`config.mk`:
```
export PLATFORM = sky130hd
export DESIGN_NAME = lcd_dotclk_timing
export DESIGN_NICKNAME = d
export VERILOG_FILES = /design/src/rtl/lcdt_pkg.sv /design/src/rtl/lcdt_shadow.sv /design/src/rtl/lcdt_scan.sv /design/src/rtl/lcdt_run_ctl.sv /design/src/rtl/lcd_dotclk_timing.sv
export SDC_FILE = /design/constraint.sdc
export NUM_CORES = 1
export LEC_CHECK = 0
export BUFFER_PORTS_ARGS = -buffer_cell sky130_fd_sc_hd__buf_2
export CAP_MARGIN = 20
export CORE_UTILIZATION = 36
export CTS_CLUSTER_DIAMETER = 40
export DETAILED_ROUTE_END_ITERATION = 12
export GPL_TIMING_DRIVEN = 0
export SYNTH_ARGS = -nofsm -noshare
export SYNTH_HDL_FRONTEND = slang
export SYNTH_SLANG_ARGS = --single-unit
```
`constraint.sdc`:
```
create_clock -name clk -period 11.9 [get_ports clk]
set_clock_uncertainty 0.2 [all_clocks]
set_input_delay 2.38 -clock clk [delete_from_list [all_inputs] [get_ports clk]]
set_output_delay 2.38 -clock clk [all_outputs]
set_load 0.02 [all_outputs]
```
`src/rtl/lcdt_pkg.sv`:
```
package lcdt_pkg;
    localparam int H_W     = 18;
    localparam int HWAIT_W = 12;
    localparam int V_W     = 16;
    localparam int VPW_W   = 18;
    localparam int HPW_MAX = 14;

    function automatic int hpw_bits(input int version);
        return (version == 3) ? 8 : HPW_MAX;
    endfunction

    typedef struct packed {
        logic [H_W-1:0]     h_period;
        logic [HPW_MAX-1:0] h_pulse;
        logic [HWAIT_W-1:0] h_wait;
        logic [H_W-1:0]     h_valid;
        logic [V_W-1:0]     v_period;
        logic [VPW_W-1:0]   v_pulse;
        logic [V_W-1:0]     v_wait;
        logic [V_W-1:0]     v_valid;
        logic               hs_pol;
        logic               vs_pol;
        logic               de_pol;
    } timing_t;
endpackage

```
`src/rtl/lcdt_shadow.sv`:
```
module lcdt_shadow
    import lcdt_pkg::*;
#(
    parameter int ADDR_W = 32
) (
    input  logic              clk,
    input  logic              rst,
    input  logic              load,
    input  timing_t           cfg_in,
    input  logic [ADDR_W-1:0] next_addr,
    output timing_t           cfg_q,
    output logic [ADDR_W-1:0] cur_addr
);
    always_ff @(posedge clk) begin
        if (rst) begin
            cfg_q    <= '0;
            cur_addr <= '0;
        end else if (load) begin
            cfg_q    <= cfg_in;
            cur_addr <= next_addr;
        end
    end

    assert_addr_hold_R7: assert property (@(posedge clk) disable iff (rst)
        !load |=> $stable(cur_addr));
    assert_cfg_hold_R10: assert property (@(posedge clk) disable iff (rst)
        !load |=> $stable(cfg_q));
endmodule

```
`src/rtl/lcdt_scan.sv`:
```
module lcdt_scan
    import lcdt_pkg::*;
(
    input  logic           clk,
    input  logic           rst,
    input  logic           en,
    input  logic [H_W-1:0] h_period,
    input  logic [V_W-1:0] v_period,
    output logic [H_W-1:0] hcnt,
    output logic [V_W-1:0] vcnt,
    output logic           frame_end
);
    logic h_last, v_last;

    assign h_last    = (32'(hcnt) + 32'd1) >= 32'(h_period);
    assign v_last    = (32'(vcnt) + 32'd1) >= 32'(v_period);
    assign frame_end = en && h_last && v_last;

    always_ff @(posedge clk) begin
        if (rst || !en) begin
            hcnt <= '0;
            vcnt <= '0;
        end else if (h_last) begin
            hcnt <= '0;
            vcnt <= v_last ? '0 : vcnt + 1'b1;
        end else begin
            hcnt <= hcnt + 1'b1;
        end
    end

    assert_h_bound_R2: assert property (@(posedge clk) disable iff (rst)
        (hcnt == '0) || (32'(hcnt) < 32'(h_period)));
    assert_v_bound_R3: assert property (@(posedge clk) disable iff (rst)
        (vcnt == '0) || (32'(vcnt) < 32'(v_period)));
    assert_idle_zero_R9: assert property (@(posedge clk) disable iff (rst)
        !en |=> (hcnt == '0 && vcnt == '0));
endmodule

```
`src/rtl/lcdt_run_ctl.sv`:
```
module lcdt_run_ctl (
    input  logic clk,
    input  logic rst,
    input  logic sync_en,
    input  logic run_req,
    input  logic pix_drained,
    output logic run_active
);
    always_ff @(posedge clk) begin
        if (rst)
            run_active <= 1'b0;
        else if (run_req && sync_en)
            run_active <= 1'b1;
        else if (!run_req && pix_drained)
            run_active <= 1'b0;
    end

    assert_run_start_R8: assert property (@(posedge clk) disable iff (rst)
        $rose(run_active) |-> $past(run_req && sync_en));
    assert_run_drain_R8: assert property (@(posedge clk) disable iff (rst)
        $fell(run_active) |-> $past(!run_req && pix_drained));
endmodule

```
`src/rtl/lcd_dotclk_timing.sv`:
```
module lcd_dotclk_timing
    import lcdt_pkg::*;
#(
    parameter int VERSION = 4,
    parameter int ADDR_W  = 32,
    localparam int HPW_W  = hpw_bits(VERSION)
) (
    input  logic               clk,
    input  logic               rst,
    input  logic               sync_en,
    input  logic               run_req,
    input  logic               pix_drained,
    input  logic [H_W-1:0]     h_period,
    input  logic [HPW_W-1:0]   h_pulse,
    input  logic [HWAIT_W-1:0] h_wait,
    input  logic [H_W-1:0]     h_valid,
    input  logic [V_W-1:0]     v_period,
    input  logic [VPW_W-1:0]   v_pulse,
    input  logic [V_W-1:0]     v_wait,
    input  logic [V_W-1:0]     v_valid,
    input  logic               hs_pol,
    input  logic               vs_pol,
    input  logic               de_pol,
    input  logic [ADDR_W-1:0]  next_addr,
    output logic               hsync,
    output logic               vsync,
    output logic               de,
    output logic               line_start,
    output logic               frame_start,
    output logic [H_W-1:0]     pix_x,
    output logic [V_W-1:0]     pix_y,
    output logic [ADDR_W-1:0]  cur_addr,
    output logic               run_active
);
    timing_t        cfg_in, cfg;
    logic [H_W-1:0] hcnt;
    logic [V_W-1:0] vcnt;
    logic           frame_end, load;
    logic           hs_raw, vs_raw, de_raw, in_h, in_v;

    always_comb begin
        cfg_in          = '0;
        cfg_in.h_period = h_period;
        cfg_in.h_pulse  = HPW_MAX'(h_pulse);
        cfg_in.h_wait   = h_wait;
        cfg_in.h_valid  = h_valid;
        cfg_in.v_period = v_period;
        cfg_in.v_pulse  = v_pulse;
        cfg_in.v_wait   = v_wait;
        cfg_in.v_valid  = v_valid;
        cfg_in.hs_pol   = hs_pol;
        cfg_in.vs_pol   = vs_pol;
        cfg_in.de_pol   = de_pol;
    end

    assign load = !sync_en || frame_end;

    lcdt_shadow #(.ADDR_W(ADDR_W)) u_shadow (
        .clk(clk), .rst(rst), .load(load), .cfg_in(cfg_in),
        .next_addr(next_addr), .cfg_q(cfg), .cur_addr(cur_addr)
    );

    lcdt_scan u_scan (
        .clk(clk), .rst(rst), .en(sync_en),
        .h_period(cfg.h_period), .v_period(cfg.v_period),
        .hcnt(hcnt), .vcnt(vcnt), .frame_end(frame_end)
    );

    lcdt_run_ctl u_run (
        .clk(clk), .rst(rst), .sync_en(sync_en), .run_req(run_req),
        .pix_drained(pix_drained), .run_active(run_active)
    );

    assign in_h = (32'(hcnt) >= 32'(cfg.h_wait)) &&
                  (32'(hcnt) <  32'(cfg.h_wait) + 32'(cfg.h_valid));
    assign in_v = (32'(vcnt) >= 32'(cfg.v_wait)) &&
                  (32'(vcnt) <  32'(cfg.v_wait) + 32'(cfg.v_valid));

    assign hs_raw = sync_en && (32'(hcnt) < 32'(cfg.h_pulse));
    assign vs_raw = sync_en && (32'(vcnt) < 32'(cfg.v_pulse));
    assign de_raw = sync_en && run_active && in_h && in_v;

    assign hsync = cfg.hs_pol ? hs_raw : !hs_raw;
    assign vsync = cfg.vs_pol ? vs_raw : !vs_raw;
    assign de    = cfg.de_pol ? de_raw : !de_raw;

    assign line_start  = sync_en && (hcnt == '0);
    assign frame_start = line_start && (vcnt == '0);

    assign pix_x = de_raw ? hcnt - H_W'(cfg.h_wait) : '0;
    assign pix_y = de_raw ? vcnt - cfg.v_wait : '0;

    assert_fs_follows_end_R6: assert property (@(posedge clk) disable iff (rst)
        frame_end |=> (frame_start || !sync_en));
    assert_de_in_frame_R4: assert property (@(posedge clk) disable iff (rst)
        de_raw |-> !frame_start || (cfg.h_wait == '0 && cfg.v_wait == '0));
endmodule

```
== After elaboration in Yosys (flattened, before gate mapping) ==
Index checks and enable logic that the tools add are counted.

* Logic and storage cells: 63
* Input bits: 168
* Output and inout port bits: 72
* Flip-flop bits (word level): 198

* $add $sub $neg: 8
* Mux-type cells: 8
* Order comparisons: 8
* Reduce and logical (&&, ||, !) cells: 24

{| class="wikitable"
|+ Operators with widths
! operator !! number
|-
| >= comparator 32 x 16 -> 1 bit || 1
|-
| >= comparator 32 x 18 -> 1 bit || 1
|-
| 2-to-1 mux 16 bit || 2
|-
| adder 12 x 18 -> 19 bit || 1
|-
| adder 18 x 1 -> 19 bit, second input constant || 1
|-
| less-than comparator 18 x 19 -> 1 bit || 1
|-
| adder 18 x 1 -> 18 bit, second input constant || 1
|-
| >= comparator 18 x 12 -> 1 bit || 1
|-
| zero test 18 bit || 1
|-
| less-than comparator 16 x 18 -> 1 bit || 1
|-
| less-than comparator 18 x 14 -> 1 bit || 1
|-
| 2-to-1 mux 18 bit || 1
|-
| subtractor 18 x 12 -> 18 bit || 1
|-
| adder 16 x 1 -> 17 bit, second input constant || 1
|-
| adder 16 x 16 -> 17 bit || 1
|-
| less-than comparator 16 x 17 -> 1 bit || 1
|-
| adder 16 x 1 -> 16 bit, second input constant || 1
|-
| >= comparator 16 bit || 1
|-
| zero test 16 bit || 1
|-
| subtractor 16 bit || 1
|-
| logical AND 1 bit || 13
|-
| zero test 1 bit || 5
|-
| 2-to-1 mux 1 bit || 5
|-
| logical OR 1 bit || 2
|-
| 2 further kinds || 2
|}

== Logic depth before layout (Yosys ltp) ==
* Word-level depth: 7
* Mapped depth: 19
* Mapped depth without buffers: 18

== Cells and area by module ==
Synthesis repeated with hierarchy kept, for this count alone.

* Cell total of the unflattened synthesis: 1425
* Area total of the unflattened synthesis: 12839.8 um^2

{| class="wikitable"
|+ Modules (own cells, without submodules)
! module !! seq. area each (um^2) !! times used !! area an instance (um^2) !! cells an instance
|-
| lcdt_shadow || 3263.1 || 1 || 5749.3 || 525
|-
| lcd_dotclk_timing || 0.0 || 1 || 4454.3 || 594
|-
| lcdt_scan || 680.7 || 1 || 2593.7 || 301
|-
| lcdt_run_ctl || 20.0 || 1 || 42.5 || 5
|}

== Worst setup path before layout ==
Ideal clock, no wire load.

* Path kind: input -> output
* Start: in sync_en
* End: out pix_x[11]
* Stages: 8
* Data required time: 9.320 ns
* Path buffers: 1
* Path slack: 5.066 ns
* Data arrival time: 4.254 ns
* Cell sequence: clkbuf_1 nand2_1 a211oi_1 o21ai_0 a31oi_1 a32oi_1 nor4_4 nor4b_1

* Cells in the longest elaborated chain, start to end: 4

{| class="wikitable"
|+ Ends and longest elaborated chain
! what !! line !! source
|-
| start, declared || lcd_dotclk_timing.sv:10 || <nowiki>input logic sync_en,</nowiki>
|-
| logical AND 1 bit (3 in series) || lcd_dotclk_timing.sv:81 || <nowiki>assign de_raw = sync_en && run_active && in_h && in_v;</nowiki>
|-
| 2-to-1 mux 18 bit || lcd_dotclk_timing.sv:90 || <nowiki>assign pix_x = de_raw ? hcnt - H_W'(cfg.h_wait) : '0;</nowiki>
|-
| end, declared || lcd_dotclk_timing.sv:30 || <nowiki>output logic [H_W-1:0] pix_x,</nowiki>
|}

Every way passes these cells.

== Final worst setup path ==
* Start: reg u_shadow.cfg_q[19] in the netlist's numbering
* End: out pix_x[11]

* Cells in the longest elaborated chain, start to end: 5
* Elaborated cells between the ends (all ways): 6
* Classes of those cells: add/sub (1); order compare (2); mux (1); reduce/logical (2)

{| class="wikitable"
|+ Ends and longest elaborated chain
! what !! line !! source
|-
| start, declared || lcdt_shadow.sv:11 || <nowiki>output timing_t cfg_q,</nowiki>
|-
| start signal, assigned || lcdt_shadow.sv:19 || <nowiki>cfg_q <= cfg_in;</nowiki>
|-
| adder 16 x 16 -> 17 bit || lcd_dotclk_timing.sv:77 || <nowiki>(32'(vcnt) < 32'(cfg.v_wait) + 32'(cfg.v_valid));</nowiki>
|-
| less-than comparator 16 x 17 -> 1 bit || lcd_dotclk_timing.sv:77 ||
|-
| logical AND 1 bit (*) || lcd_dotclk_timing.sv:76 || <nowiki>assign in_v = (32'(vcnt) >= 32'(cfg.v_wait)) &&</nowiki>
|-
| logical AND 1 bit (*) || lcd_dotclk_timing.sv:81 ||
|-
| 2-to-1 mux 18 bit (*) || lcd_dotclk_timing.sv:90 ||
|}

Every way passes the cells marked *; elsewhere a longest branch is shown, timed or not.

==> out/metrics.csv <==
stage,metric,value,unit
power,ir_drop,67.4,µV
floorplanning,fp.coreArea,49200,µm²
cells_and_area,stdcell_count,3505,
critical_path,critical_path_class,reg -> out,
sta,relSlewSlack,21.8,%
synthesis,synth_edf_count,0,
clocking,cts_setup_buffers,0,
global_routing,antenna_found_initial,12,
cells_and_area,fin_util,42.1,%
placed_design,place_inst,3469,
critical_path,worstPathArrival,5.75,ns
sta,hold_viol,0,
clocking,cts_resized,0,
synthesis,synth.distinct_cells,67,
status,status,completed,
min_path,worstHoldPathCells,4,
clocking,clk_latency,0.50,ns
min_path,worstHoldStart,u_shadow.cfg_q[44],
floorplanning,ioPinCount,240,
critical_path,endpoint_kind,primary output,
sta,rsz0062_at_grt,false,
synthesis,avgSynthCellArea,7.01,µm²
critical_path,rrSetupSlack,7.31,ns
synthesis,netlist_top_cells_area,"dfxtp_1 22%, nor3b_1 14%, ha_1 11%",
clocking,cts_max_path_buffers,2,
sta,whs,0.390,ns
placed_design,place_hpwl,52800,µm
critical_path,cp_max_fo,8,
floorplanning,initial_utilization,36.6,%
drt,avgRoutedWirePerCell,19.6,µm
floorplanning,die_w,226,µm
critical_path,rr_worst_depth,15,
global_routing,grt_use_total,26.6,%
sta,final.setup.tns,0,ns
drt,vias,19700,
placed_design,portBuffers,237,
synthesis,synth_ff_type,dfxtp_1,
clocking,path_clk_slew,0.07,ns
power,powerDensity,94.4,nW/µm²
synthesis,synth_cells,2566,
clocking,ctsRootBufferMaster,clkbuf_16,
job,drv_cap,0,
critical_path,reg2reg_from,u_scan.vcnt[1],
clocking,cts_buffers,17,
synthesis,async_flop_share,0,%
cells_and_area,fill_cells,5131,
sta,fin_crit,8.33,ns
synthesis,ys_seq_elements,198,
drt,drtAntennaViolNets,0,
critical_path,cp-start-kind,flop,
sta,slew_violations,0,
drt,drt_wl_total,68600,µm
sta,tightest_slew,1.16,ns
power,p_leak,8.66,nW
global_routing,grt_pass1_vias,18800,
floorplanning,die_h,226,µm
floorplanning,rows,81,
global_routing,grt_max_degree,18,
critical_path,reg2reg_to,u_shadow.cfg_q[73],
global_routing,grt-ovfl-total,0,
critical_path,worstPathRequired,9.32,ns
global_routing,grt_first_pass_wirelength,105000,µm
sta,setup_viol,0,
clocking,cts-hold-fix-buffers,0,
min_path,min_path_type,reg -> reg,
drt,vias_per_cell,5.63,
cells_and_area,syn2layout_area_growth,15.0,%
cells_and_area,drive_gt1_share,12.2,%
sta,fmax,120,MHz
sta,period_share,70.0,%
drt,drt_pass1_iterations,5,
cells_and_area,design_area,20700,µm²
synthesis,yosys_warnings,0,
drt,drt_iter0_markers,1473,
synthesis,yosysSeqAreaShare,22.0,%
min_path,hold_path_end,u_shadow.cfg_q[44],
clocking,clkSinkCount,198,
drt,drc,0,
clocking,cts_tree,done,
synthesis,synth_top_area_cell,dfxtp_1,
synthesis,yosysTopAreaCellShare,22.0,%
floorplanning,dieArea,50900,µm²
synthesis,syn_nets,2892,
synthesis,synth_area,18000,µm²
placed_design,place_congestion,0.926,
cells_and_area,fin_nets,3150,
clocking,cts.htree.levels,4,
placed_design,placed_cell_area,20000,µm²
[layer usage]
metal,vias to the layer above,part of all wire (%),track usage (%)
met4,14,3.2,10.6
met5,-,0.14,0
met1,9349,44,34.0
met3,110,7.1,5.40
li1,9565,-,-
met2,695,45,43.4
[cells in the mapped netlist (all sizes together) (10+ instances only)]
master  instances
a21o           32
a211oi         10
o21a           13
a22o           13
xnor2          50
and3           21
nor4           16
nor2          211
nand2b         12
inv           107
nor2b          11
nand4          13
clkbuf        163
ha            154
buf            47
nand2         221
o21ai         204
dfxtp         198
nor3           15
xor2           39
a21oi         221
and2           44
nor3b         327
nand3         353
[final cells by class]
class,instances,area [µm²],share of cell area [%]
clock buffers,20,467,2.26
well taps,664,831,4.02
inverters,107,402,1.94
plain buffers,210,912,4.41
clock inverters,12,168,0.810
diodes,4,10.0,0.0484
multi-input cells,2051,12700,61.4
repair buffers,239,1230,5.94
flip-flops and latches,198,3960,19.2
[where the power goes]
| part | switching (W) | internal [W] |
|---|---|---|
| Sequential | 0.0000460 | 0.000717 |
| Clock | 0.000299 | 0.000351 |
| Combinational | 0.000324 | 0.000216 |
[sequential cells by signal (all words and copies together), names as in the netlist]
register,flops
u_shadow.cfg_q,131
u_shadow.cur_addr,32
u_scan.hcnt,18
u_scan.vcnt,16
u_run.run_active,1
[logic make-up (layout without fill, tap and decap cells)]
kind of cell	count (synthesis)	count (layout)	synth area share, %
compound gates	539	539	17.0
xor+xnor	89	89	4.33
fa+ha+maj	158	158	11.2
buf+inv	317	588	7.30
flops	198	198	22.0
other cells	0	4	0
simple gates	1265	1265	38.2
[critical path, stage by stage (launching register included)]
cell and delay [ns]:
dfxtp_1 0.39, ha_1 0.27, fa_1 0.43, a211oi_1 0.30, o21ai_1 0.13, a21oi_1 0.22
o2bb2ai_1 0.24, o2111ai_1 0.20, xnor2_1 0.17, ha_1 0.29, a21o_1 0.16, a21oi_1 0.17
o21ai_0 0.09, o21ai_0 0.33, o211ai_1 0.22, nor4_4 0.72, nor4b_1 0.64, buf_2 0.29
[placed cells by master, fill, tap and decap left out, types with 106 or more instances in the layout]
cell type | synthesis | routed
nand3_1 | 353 | 353
nor3b_1 | 327 | 327
buf_2 | 24 | 261
nand2_1 | 221 | 221
a21oi_1 | 221 | 221
nor2_1 | 211 | 211
o21ai_0 | 201 | 201
dfxtp_1 | 198 | 198
clkbuf_1 | 161 | 160
ha_1 | 154 | 154
inv_1 | 106 | 106
[per-stage QoR]
stage               setup slack, ns  total power [W]
floorplan                      5.07          0.00113
global placement               4.03          0.00129
detailed placement             4.01          0.00131
CTS                            3.63          0.00196
global route                   3.42          0.00205
finish                         3.57          0.00195
[how the worst max path moves through the flow]
| stage | start | endpoint | slack (ns) | cells past startpoint |
|---|---|---|---|---|
| 4_1_cts | u_shadow.cfg_q[19] | pix_x[11] | 3.63 | 17 |
| 3_3_place_gp | sync_en | frame_start | 4.03 | 6 |
| 6_report | u_shadow.cfg_q[19] | pix_x[11] | 3.57 | 17 |
| 3_5_place_dp | sync_en | frame_start | 4.01 | 6 |
| 5_1_grt | u_shadow.cfg_q[19] | pix_x[11] | 3.42 | 17 |
| 2_1_floorplan | sync_en | pix_x[11] | 5.07 | 8 |
Note: power is estimated with default switching activity, not from simulation.
